==> config.mk <==
export PLATFORM = sky130hd
export DESIGN_NAME = dp_collision_arb
export DESIGN_NICKNAME = d
export VERILOG_FILES = /design/src/rtl/dpa_pkg.sv /design/src/rtl/dpa_port_hist.sv /design/src/rtl/dpa_winner.sv /design/src/rtl/dp_collision_arb.sv
export SDC_FILE = /design/constraint.sdc
export NUM_CORES = 1
export LEC_CHECK = 0
export ABC_AREA = 1
export BUFFER_PORTS_ARGS = -buffer_cell sky130_fd_sc_hd__buf_2
export CAP_MARGIN = 20
export CORE_UTILIZATION = 54
export DETAILED_ROUTE_END_ITERATION = 6
export PLACE_DENSITY = 0.79
export SLEW_MARGIN = 40
export SYNTH_ARGS = -nofsm -noshare
export SYNTH_HDL_FRONTEND = slang
export SYNTH_SLANG_ARGS = --single-unit
==> constraint.sdc <==
create_clock -name clk -period 1.2 [get_ports clk]
set_input_delay 0.06 -clock clk [delete_from_list [all_inputs] [get_ports clk]]
set_output_delay 0.06 -clock clk [all_outputs]
set_load 0.01 [all_outputs]
==> src/rtl/dpa_pkg.sv <==
package dpa_pkg;

  typedef enum logic [1:0] {
    WIN_NONE  = 2'd0,
    WIN_LEFT  = 2'd1,
    WIN_RIGHT = 2'd2
  } win_t;

  // Right wins only when it was settled and left was not; ties go left.
  function automatic win_t pick_winner(input logic l_settled, input logic r_settled);
    return (r_settled && !l_settled) ? WIN_RIGHT : WIN_LEFT;
  endfunction

  // Effective busy for one side: master uses arbitration, slave uses the pin.
  function automatic logic side_blocked(input logic slave, input logic lost, input logic pin_n);
    return slave ? !pin_n : lost;
  endfunction

endpackage

==> src/rtl/dpa_port_hist.sv <==
module dpa_port_hist #(
  parameter int ADDR_W = 11
) (
  input  logic              clk,
  input  logic              rst,
  input  logic              en,
  input  logic [ADDR_W-1:0] addr,
  output logic              settled
);

  logic              en_q;
  logic [ADDR_W-1:0] addr_q;

  always_ff @(posedge clk) begin
    if (rst) begin
      en_q   <= 1'b0;
      addr_q <= '0;
    end else begin
      en_q   <= en;
      addr_q <= addr;
    end
  end

  // Enabled on the same address in the previous cycle as well.
  assign settled = en && en_q && (addr == addr_q);

endmodule

==> src/rtl/dpa_winner.sv <==
module dpa_winner
  import dpa_pkg::*;
(
  input  logic clk,
  input  logic rst,
  input  logic hit,
  input  logic l_settled,
  input  logic r_settled,
  output win_t win
);

  win_t win_q;
  win_t fresh;

  assign fresh = pick_winner(l_settled, r_settled);

  always_comb begin
    if (!hit)                 win = WIN_NONE;
    else if (win_q == WIN_NONE) win = fresh;
    else                      win = win_q;
  end

  always_ff @(posedge clk) begin
    if (rst) win_q <= WIN_NONE;
    else     win_q <= win;
  end

endmodule

==> src/rtl/dp_collision_arb.sv <==
module dp_collision_arb
  import dpa_pkg::*;
#(
  parameter int ADDR_W = 11
) (
  input  logic              clk,
  input  logic              rst,
  input  logic              mode_slave,
  input  logic              l_en,
  input  logic [ADDR_W-1:0] l_addr,
  input  logic              l_wr,
  input  logic              r_en,
  input  logic [ADDR_W-1:0] r_addr,
  input  logic              r_wr,
  input  logic              busy_l_in,
  input  logic              busy_r_in,
  output logic              busy_l_n,
  output logic              busy_r_n,
  output logic              wr_kill_l,
  output logic              wr_kill_r
);

  logic hit_w;
  logic l_settled_w, r_settled_w;
  win_t win_w;
  logic lost_l_w, lost_r_w;
  logic blk_l_w, blk_r_w;

  assign hit_w = l_en && r_en && (l_addr == r_addr);

  dpa_port_hist #(.ADDR_W(ADDR_W)) u_hist_l (
    .clk(clk), .rst(rst), .en(l_en), .addr(l_addr), .settled(l_settled_w)
  );

  dpa_port_hist #(.ADDR_W(ADDR_W)) u_hist_r (
    .clk(clk), .rst(rst), .en(r_en), .addr(r_addr), .settled(r_settled_w)
  );

  dpa_winner u_win (
    .clk(clk), .rst(rst), .hit(hit_w),
    .l_settled(l_settled_w), .r_settled(r_settled_w), .win(win_w)
  );

  assign lost_l_w = (win_w == WIN_RIGHT);
  assign lost_r_w = (win_w == WIN_LEFT);

  assign busy_l_n = !(!rst && !mode_slave && lost_l_w);
  assign busy_r_n = !(!rst && !mode_slave && lost_r_w);

  assign blk_l_w = side_blocked(mode_slave, lost_l_w, busy_l_in);
  assign blk_r_w = side_blocked(mode_slave, lost_r_w, busy_r_in);

  assign wr_kill_l = !rst && l_en && l_wr && blk_l_w;
  assign wr_kill_r = !rst && r_en && r_wr && blk_r_w;

endmodule

==> qor.csv <==
stage,metric,value,unit
grt,first-pass GRT wire length,7.07,mm
place,Post-Place Cells,351,
power,PD cells,864,mW/mm^2
grt,M2 GR Usage,0.480,
clocking,TritonCTS clock tree,yes,
timing,final worst slack,-0.550,ns
timing,relative slew slack,0.825,
place,Setup WS pre-CTS,-0.162,ns
grt,largest net degree at the start of global routing,15,
setup_path,worst endpoint data arrival time,1.69,ns
setup_path,type of the worst setup path,register to output pin,
logic_synthesis,post-synthesis async set-or-reset flop share,0,
floorplan,die height,56.4,um
drt,vias,1825,
timing,Tcrit/Tclk final,1.46,
setup_path,Crit Path Max Fanout,3,
timing,crit path time final,1.75,ns
setup_path,Reg2Reg Setup Slack,-0.02,ns
setup_path,Most common cell on crit path,nand2_2,
drt,DR WL/cell,11.1,um
setup_path,endpoint class of the critical path,output pin,
floorplan,initial core utilization,0.574,
hold_path,hold crit path type,input pin to register,
setup_path,r2r endpoint,u_win.win_q[1],
logic_synthesis,Synth top area share,0.326,
logic_synthesis,sequential share of the synthesized area,0.326,
layout,Layout area overhead,34.0,%
grt,vias in the first global route,1706,
layout,antenna cells,0,
timing,Achievable Freq,571,MHz
floorplan,die width,56.4,um
logic_synthesis,Cell variety after synth,26,
power,total power,1.85,mW
floorplan,IO Pins,35,
logic_synthesis,Syn Std Cell Area,0.00160,mm^2
timing,setup_tns,-2.06,ns
floorplan,Core Area,0.00278,mm^2
grt,global routing usage on met1,0.373,
clocking,clock root cell,clkbuf_4,
setup_path,RR Startpoint,u_hist_r.addr_q[5],
setup_path,cells along the critical path,inv_1 > nand2_1 > nand2_1 > inv_1 > nand2_2 > nor2_2 > nand2_1 > nor2_2 > nand2_2 > nand2_2 > nand2_2 > nand3b_1 > buf_2,
clocking,Num CTS Buffers,3,
logic_synthesis,Post-Synthesis Cells,269,
logic_synthesis,top_reg_cell synth,dfxtp_1,
timing,Final Hold Fails,0,
setup_path,CP required,1.14,ns
hold_path,Hold Path Origin,r_addr[3],
layout,Finished Cell Area,0.00214,mm^2
setup_path,Worst path slowest cell,dfxtp_2,
layout,post-route insts no fill,366,
timing,worst slew pin tran,0.262,ns
grt,met3 usage,0.0207,
drt,DR pass1 iterations,4,
grt,initial antenna violation count,0,
timing,Final Hold Slack,0.00221,ns
drt,final wirelength,4.08,mm
timing,Max Slew Vio Count,0,
setup_path,startpoint types,register,
grt,GR Util All Layers,0.281,
place,routability cong.,0.877,
drt,post-route ant nets,0,
setup_path,crit-path leading delay family,simple AND/OR/NAND/NOR gates,
logic_synthesis,Area contributors post-synth,"dfxtp_1 33%, nand2_1 19%, nor2_1 10%",
hold_path,hold depth,3,
grt,Most Crowded Layer GR,met2,
clocking,Worst-Skew Late Latency,0.32,ns
timing,clk_skew,0.00517,ns
logic_synthesis,number of synthesized flops with an enable pin,0,
setup_path,Worst Reg-to-Reg Cells,12,
setup_path,CP bufs+invs,3,
run_status,failing checks,negative setup slack,
floorplan,# rows,19,
power,worst vdd ir,1.00,mV
grt,GRT overflow,0,
run_status,status,"finished, violations left",
logic_synthesis,Synth area leader,dfxtp_1,
drt,DRC,0,
run,max_cap viols,0,
place,placed cell areas,0.00194,mm^2
clocking,clock buffer depth,2,
timing,Setup-failing EPs final,6,
drt,DRT iter0 DRCs,87,
clocking,Sink Count,26,
setup_path,slowest cell delay on critical path,0.35,ns
logic_synthesis,top-count cell post-synth,nand2_1,
clocking,depth of the CTS H-tree,1,
power,Leakage,1.11,nW
drt,Via density,4.99,
logic_synthesis,list of most frequent post-synthesis cells,"83 x nand2_1, 43 x nor2_1, 39 x inv_1",
place,Buffers on Ports,34,
logic_synthesis,yosys warns,0,
layout,Final Util,0.770,
layout,nets,367,
place,HPWL after detailed placement,3.13,mm
logic_synthesis,post-synthesis register bit count,26,
hold_path,Hold EP,u_hist_r.addr_q[3],
floorplan,full die area,0.00318,mm^2
timing,RSZ-0062 raised after global routing,true,
logic_synthesis,average size of a mapped cell,5.94,um^2
clocking,Clock Pin Slew Worst Setup and Hold Paths,0.14,ns
layout,layout cells sized above 1,0.304,
logic_synthesis,Syn Nets,300,
-- tightest hold or removal path, cell delays in order --
cell and delay, ns:
buf_2 0.09, inv_1 0.07, nor2_1 0.08
-- how the worst max path moves through the flow --
| stage | from | end | slack [ns] | cells after the start |
|---|---|---|---|---|
| 2_1_floorplan | u_hist_r.addr_q[5] | wr_kill_l | 0.04 | 12 |
| 3_3_place_gp | u_hist_r.addr_q[5] | busy_l_n | -0.13 | 13 |
| 3_5_place_dp | u_hist_r.addr_q[3] | busy_l_n | -0.16 | 13 |
| 4_1_cts | u_hist_r.addr_q[2] | busy_l_n | -0.53 | 12 |
| 5_1_grt | u_hist_r.addr_q[5] | wr_kill_l | -0.73 | 13 |
| 6_report | u_hist_r.addr_q[5] | busy_l_n | -0.55 | 13 |
-- report_power, final --
part / internal [mW] / leakage (nW) / total [mW] / switching [mW]
Clock: 0.186 / 0.0210 / 0.448 / 0.262
Sequential: 0.910 / 0.219 / 0.933 / 0.0231
Combinational: 0.212 / 0.874 / 0.467 / 0.256
Total: 1.31 / 1.11 / 1.85 / 0.541
-- cells by family after synthesis --
family | after synthesis | synth area share
AND/OR/NAND/NOR | 171 | 0.465
buffers and inverters | 53 | 0.129
flip-flops | 26 | 0.326
AO/OA/AOI/OAI | 12 | 0.0415
XOR/XNOR | 7 | 0.0384
-- cell type report --
class / count / area [um^2]
Tap cell: 31 / 38.8
Sequential cell: 26 / 534
Timing Repair Buffer: 65 / 428
Fill cell: 246 / 641
Inverter: 50 / 188
Clock buffer: 4 / 36.3
Multi-Input combinational cell: 190 / 916
-- registers in the layout, indices dropped and copies added, names as in the netlist --
signal           flops
u_hist_l.addr_q     11
u_hist_r.en_q        1
u_win.win_q          2
u_hist_l.en_q        1
u_hist_r.addr_q     11
-- cell usage in the layout, fill, tap and decap left out, types with 3 or more instances in the layout --
| master | count |
|---|---|
| nor2_2 | 6 |
| o21ai_1 | 3 |
| nor2_1 | 41 |
| nand2_1 | 77 |
| a21oi_1 | 6 |
| inv_1 | 39 |
| clkbuf_4 | 3 |
| dlygate4sd3_1 | 10 |
| buf_4 | 21 |
| nand2_2 | 9 |
| dfxtp_1 | 15 |
| dfxtp_2 | 11 |
| buf_2 | 34 |
| nand4_1 | 10 |
| nand3_1 | 18 |
| xnor2_1 | 4 |
| inv_2 | 9 |
-- metal layers --
metal | vias up | routed length (um)
met5 | - | 0
met4 | 0 | 81
met3 | 11 | 199
met2 | 64 | 1870
met1 | 795 | 1930
li1 | 955 | -
-- repair_timing --
action	CTS	global route
hold endpoints to repair	12	0
buffers inserted	0	1
pin swaps	5	9
hold buffers	10	0
resized for setup	13	11
endpoints found under the setup margin	6	6
Power figures use the tool's default switching activity.
